$ cat src/rtl/burst_seq_pkg.sv
package burst_seq_pkg;
  typedef enum logic {
    ORD_LINEAR      = 1'b0,
    ORD_INTERLEAVED = 1'b1
  } order_e;
endpackage

$ cat src/rtl/burst_beat_ctr.sv
module burst_beat_ctr #(
  parameter int BEAT_W = 2
) (
  input  logic              clk,
  input  logic              rst_n,
  input  logic              cen_n,
  input  logic              start,
  input  logic              advance,
  output logic [BEAT_W-1:0] beat_idx,
  output logic              active,
  output logic              last
);
  localparam logic [BEAT_W-1:0] LAST_IDX = {BEAT_W{1'b1}};

  logic              take;
  logic              step;

  assign take = !cen_n && start;
  assign step = !cen_n && !start && advance && active;

  always_ff @(posedge clk) begin
    if (!rst_n) begin
      beat_idx <= '0;
      active   <= 1'b0;
    end else if (take) begin
      beat_idx <= '0;
      active   <= 1'b1;
    end else if (step) begin
      beat_idx <= beat_idx + 1'b1;
    end
  end

  assign last = active && (beat_idx == LAST_IDX);


  a_r6_wait_holds: assert property (@(posedge clk) disable iff (!rst_n)
    cen_n |=> ($stable(beat_idx) && $stable(active)));

  a_r7_start_restarts: assert property (@(posedge clk) disable iff (!rst_n)
    (!cen_n && start) |=> (beat_idx == '0 && active));

  a_r5_single_step: assert property (@(posedge clk) disable iff (!rst_n)
    (!cen_n && !start && advance && active) |=>
      (beat_idx == BEAT_W'($past(beat_idx) + 1'b1)));

  a_r8_wrap_to_zero: assert property (@(posedge clk) disable iff (!rst_n)
    (!cen_n && !start && advance && last) |=> (beat_idx == '0 && active));

  a_r5_idle_no_step: assert property (@(posedge clk) disable iff (!rst_n)
    (!active && !(!cen_n && start)) |=> (!active && beat_idx == '0));
endmodule

$ cat src/rtl/burst_base_reg.sv
module burst_base_reg #(
  parameter int ADDR_W = 16
) (
  input  logic              clk,
  input  logic              rst_n,
  input  logic              load,
  input  logic [ADDR_W-1:0] addr_in,
  output logic [ADDR_W-1:0] base
);
  always_ff @(posedge clk) begin
    if (!rst_n)    base <= '0;
    else if (load) base <= addr_in;
  end


  a_r9_base_held: assert property (@(posedge clk) disable iff (!rst_n)
    !load |=> $stable(base));
endmodule

$ cat src/rtl/burst_order_map.sv
module burst_order_map
  import burst_seq_pkg::*;
#(
  parameter int BEAT_W = 2
) (
  input  order_e            order,
  input  logic [BEAT_W-1:0] first,
  input  logic [BEAT_W-1:0] beat_idx,
  output logic [BEAT_W-1:0] beat_addr
);
  logic [BEAT_W-1:0] xor_addr;
  logic [BEAT_W-1:0] add_addr;

  for (genvar b = 0; b < BEAT_W; b++) begin : g_xor
    assign xor_addr[b] = first[b] ^ beat_idx[b];
  end

  assign add_addr = first + beat_idx;

  always_comb begin
    if (order == ORD_INTERLEAVED) beat_addr = xor_addr;
    else                          beat_addr = add_addr;
  end
endmodule

$ cat src/rtl/burst_addr_seq.sv
module burst_addr_seq
  import burst_seq_pkg::*;
#(
  parameter int ADDR_W = 16,
  parameter int BEAT_W = 2
) (
  input  logic              clk,
  input  logic              rst_n,
  input  logic              cen_n,
  input  logic              order_sel,
  input  logic              start,
  input  logic              advance,
  input  logic [ADDR_W-1:0] addr_in,
  output logic [ADDR_W-1:0] addr_out,
  output logic              last_beat,
  output logic              burst_active
);
  localparam int UPPER_W = ADDR_W - BEAT_W;

  logic [ADDR_W-1:0] base;
  logic [BEAT_W-1:0] beat_idx;
  logic [BEAT_W-1:0] beat_addr;
  order_e            order;

  assign order = order_e'(order_sel);

  burst_beat_ctr #(.BEAT_W(BEAT_W)) u_ctr (
    .clk      (clk),
    .rst_n    (rst_n),
    .cen_n    (cen_n),
    .start    (start),
    .advance  (advance),
    .beat_idx (beat_idx),
    .active   (burst_active),
    .last     (last_beat)
  );

  burst_base_reg #(.ADDR_W(ADDR_W)) u_base (
    .clk     (clk),
    .rst_n   (rst_n),
    .load    (!cen_n && start),
    .addr_in (addr_in),
    .base    (base)
  );

  burst_order_map #(.BEAT_W(BEAT_W)) u_map (
    .order     (order),
    .first     (base[BEAT_W-1:0]),
    .beat_idx  (beat_idx),
    .beat_addr (beat_addr)
  );

  assign addr_out = {base[ADDR_W-1:BEAT_W], beat_addr};


  a_r9_upper_stable: assert property (@(posedge clk) disable iff (!rst_n)
    (burst_active && !(!cen_n && start)) |=>
      (addr_out[ADDR_W-1:BEAT_W] == $past(addr_out[ADDR_W-1:BEAT_W])));

  a_r8_last_needs_active: assert property (@(posedge clk) disable iff (!rst_n)
    last_beat |-> burst_active);

  a_r2_start_loads: assert property (@(posedge clk) disable iff (!rst_n)
    (!cen_n && start) |=> (addr_out == $past(addr_in)));

  initial assert (UPPER_W >= 1) else $error("ADDR_W must exceed BEAT_W");
endmodule

$ cat config.mk
export PLATFORM = sky130hd
export DESIGN_NAME = burst_addr_seq
export DESIGN_NICKNAME = d
export VERILOG_FILES = /design/src/rtl/burst_seq_pkg.sv /design/src/rtl/burst_beat_ctr.sv /design/src/rtl/burst_base_reg.sv /design/src/rtl/burst_order_map.sv /design/src/rtl/burst_addr_seq.sv
export SDC_FILE = /design/constraint.sdc
export NUM_CORES = 1
export LEC_CHECK = 0
export ABC_AREA = 1
export BUFFER_PORTS_ARGS = -buffer_cell sky130_fd_sc_hd__buf_4
export CORE_UTILIZATION = 50
export CTS_BUF_LIST = sky130_fd_sc_hd__clkbuf_8
export DETAILED_ROUTE_END_ITERATION = 6
export GPL_TIMING_DRIVEN = 0
export PLACE_DENSITY = 0.93
export SETUP_SLACK_MARGIN = 0.4
export SLEW_MARGIN = 15
export SYNTH_ARGS = -nofsm -noshare
export SYNTH_HDL_FRONTEND = slang
export SYNTH_SLANG_ARGS = --single-unit
$ cat constraint.sdc
create_clock -name clk -period 1.5 [get_ports clk]
set_input_delay 0.225 -clock clk [delete_from_list [all_inputs] [get_ports clk]]
set_output_delay 0.225 -clock clk [all_outputs]
set_load 0.01 [all_outputs]
==> metrics.md <==
| Metric | Value |
|---|---|
| Crit path time final | 1.41 ns |
| Sink of the worst hold path | u_base.base[10]$_SDFFE_PN0P_ |
| Worst Setup End Kind | output port |
| Comb pwr share | 21.1% |
| Power share of the clock group | 30.6% |
| Met1 usage | 25.7% |
| H-tree depth | 1 |
| Area Overhead vs Synth | 50.4% |
| # DRC | 0 |
| Synth warn | 0 |
| Rel. slew slack | 75.8% |
| Buf+Inv Stages, Crit Path | 4 |
| DP Wirelength | 1.54 mm |
| Internal power | 0.854 mW |
| CP max-delay cell | dfxtp_4 |
| Core Region | 1580 um2 |
| Status | finished, final reports clean |
| # diodes | 0 |
| Clock buffer depth | 2 |
| Critical path arrival | 1.18 ns |
| Worst skew pair latency | 0.26 ns |
| Met3 usage | 2.50% |
| Crit-path leading delay family | flip-flops |
| Tot Pwr | 1.15 mW |
| Via count | 922 |
| Grt peak-use layer | met2 |
| Hold Crit Start | addr_in[10] |
| Sequential area share after synthesis | 43.4% |
| Mapped Avg Cell Area | 7.31 um2 |
| R2R Path Start | u_ctr.beat_idx[0]$_SDFFE_PP0P_ |
| Switching pwr | 0.295 mW |
| RSZ-0062 raised after global routing | true |
| GP Congestion | 0.757 |
| Root Buffer | clkbuf_8 |
| Max FO, Critical Path | 3 |
| R2r endpoint | u_ctr.beat_idx[1]$_SDFFE_PP0P_ |
| Die width | 43.9 um |
| DR WL/cell | 12.9 um |
| GR Overflow Total | 0 |
| Pre-Repair DR Iteration Count | 6 |
| LEAKAGE | 0.667 nW |
| Cell mode on critical path | buf_6 |
| Synth cell types | 15 |
| Pwr dens | 871 nW/um2 |
| TritonCTS clock tree | built |
| Actual slew at the worst max-slew pin | 0.363 ns |
| Reg-to-reg slack, setup | 0.39 ns |
| Layout cells sized above 1 | 44.9% |
| R2R depth | 7 |
| Row cnt | 14 |
| Hold path depth | 3 |
| # hold bufs at CTS | 0 |
| Worst setup margin | 0.0940 ns |
| All-Layer GR Usage | 25.4% |
| Cells after Synth | 120 |
| Final net count | 192 |
| Antenna violations before repair | 0 |
| Starting Density | 55.6% |
| DR iter-0 viols | 21 |
| I/O pin total | 40 |
| CTS clk-pin slew, worst paths | 0.07 ns |
| Vias in the first global route | 831 |
| Via density per instance | 5.04 |
| CP cell instances | buf_6 > buf_6 > ha_4 > nand2_2 > inv_2 > buf_6 |
| Endpoints failing setup | 0 |
| Commonest non-fill, non-tap cell in the layout | buf_4 |
| Count of input and output buffers | 39 |
| GR Layer Usage met2 | 50.4% |
| Pre-CTS setup slack | 0.248 ns |
| Commonest non-fill, non-tap cells in the layout | buf_4 (53), nor2_1 (38), dfxtp_1 (17) |
| Die area | 1930 um2 |
| Register bit total from synthesis | 19 |
| Switching Share | 25.7% |
| CP Class | flip-flop to output port |
| Final wirelength | 2.37 mm |
| Clock sinks | 19 |
| Mapped cell area | 877 um2 |
| Final Cycle Share | 93.7% |
| Post-synth net total | 144 |
| Setup crit start kind | flip-flop |
| Setup_tns | 0 ns |
| Clock Skew | 0.00116 ns |
| Max-slew violation count | 0 |
| Largest net degree at the start of global routing | 11 |
| Synth area leaders | dfxtp_1 (43%), nor2_1 (17%), buf_4 (13%) |
| Yosys top cell by area | dfxtp_1 |
| Die Span Y | 43.9 um |
| Final Hold Fails | 0 |
| Num CTS Buffers | 3 |
| Flop pwr share | 48.3% |
| Min-Delay Path Class | primary input to flip-flop |
| Post-DRT Antenna Nets | 0 |
| CP max stage delay | 0.36 ns |
| Fmax | 711 MHz |
| # fillers | 101 |
| Post-synth top area share | 43.4% |
| Number of max-cap violations | 0 |
| Global-route wire length before repair | 3.50 mm |
| CP required | 1.27 ns |
| Peak supply drop | 0.849 mV |
==> worst register-to-register path, delay by kind of cell, from the launching register on <==
kind                     cells  cell delay, ns
flip-flops                   1            0.36
AND/OR/NAND/NOR              3            0.16
adder cells (fa/ha/maj)      1            0.23
buffers and inverters        3            0.26
==> cell families (layout without fill, tap and decap cells) <==
family                     after synthesis  after routing  synth area share (%)
and+or+nand+nor                         53             53                  24.3
DFF                                     19             19                  43.4
AOI/OAI and AO/OA                       18             18                  10.3
buffers and inverters                   28             75                  19.3
adders and majority gates                2              2                  2.85
==> final cells by class <==
class	count	area [um2]	area share, %
flip-flops and latches	19	385	29.2
multi-input cells	73	358	27.1
repair buffers	43	342	25.9
plain buffers	17	128	9.68
clock buffers	3	41.3	3.13
inverters	11	41.3	3.13
well taps	16	20.0	1.52
clock inverters	1	3.75	0.285
==> Yosys cell counts <==
| master | number |
|---|---|
| inv_1 | 9 |
| clkbuf_1 | 1 |
| a21oi_1 | 2 |
| nand3_1 | 3 |
| nand2_1 | 9 |
| buf_6 | 1 |
| o21ai_1 | 6 |
| nand2_2 | 1 |
| inv_2 | 2 |
| nor2_1 | 39 |
| buf_4 | 15 |
| dfxtp_1 | 19 |
| ha_1 | 2 |
| o21ai_0 | 10 |
| nor2_4 | 1 |
==> state kept, by name, indices dropped and copies added, names as in the netlist <==
signal	flops
u_base.base	16
u_ctr.active	1
u_ctr.beat_idx	2
==> per-stage QoR <==
| step | utilization (%) | instance area [um2] | cells | hold slack, ns |
|---|---|---|---|---|
| 4_1_cts | 79.1 | 1250 | 180 | 0.206 |
| 5_1_grt | 83.7 | 1320 | 183 | 0.215 |
| 3_3_place_gp | 75.5 | 1190 | 175 | 0.460 |
| 2_1_floorplan | - | 877 | 120 | 0.360 |
| 3_5_place_dp | 75.5 | 1190 | 175 | 0.472 |
| 6_report | 83.7 | 1320 | 183 | 0.205 |
==> repair_timing <==
action	CTS	global route
gates resized for setup	3	14
buffers inserted	1	3
pin swaps	1	4
endpoints found under the setup margin	3	4
==> worst max path at each step <==
| stage | from | endpoint | slack (ns) | depth (start not counted) |
|---|---|---|---|---|
| floorplan | u_ctr.beat_idx[0]$_SDFFE_PP0P_ | addr_out[1] | 0.44 | 7 |
| global placement | u_ctr.beat_idx[0]$_SDFFE_PP0P_ | addr_out[1] | 0.33 | 7 |
| detailed placement | u_ctr.beat_idx[0]$_SDFFE_PP0P_ | addr_out[1] | 0.25 | 7 |
| CTS | u_base.base[0]$_SDFFE_PN0P_ | addr_out[1] | 0.08 | 7 |
| global route | u_ctr.beat_idx[1]$_SDFFE_PP0P_ | addr_out[1] | 0.05 | 7 |
| finish | u_ctr.beat_idx[0]$_SDFFE_PP0P_ | last_beat | 0.09 | 6 |
==> power groups by stage <==
stage | Combinational (mW) | Clock (mW) | Sequential (mW)
floorplan | 0.122 | 0 | 0.561
global placement | 0.220 | 0 | 0.562
detailed placement | 0.229 | 0 | 0.565
CTS | 0.235 | 0.354 | 0.555
global route | 0.265 | 0.369 | 0.558
finish | 0.243 | 0.351 | 0.555
==> layer usage <==
layer	up-vias	wire length, um	part of all wire (%)
li1	451	-	-
met1	433	835	35
met2	29	1410	60
met3	9	57	2.4
met4	0	64	2.7
met5	-	0	0
Power figures use the tool's default switching activity.
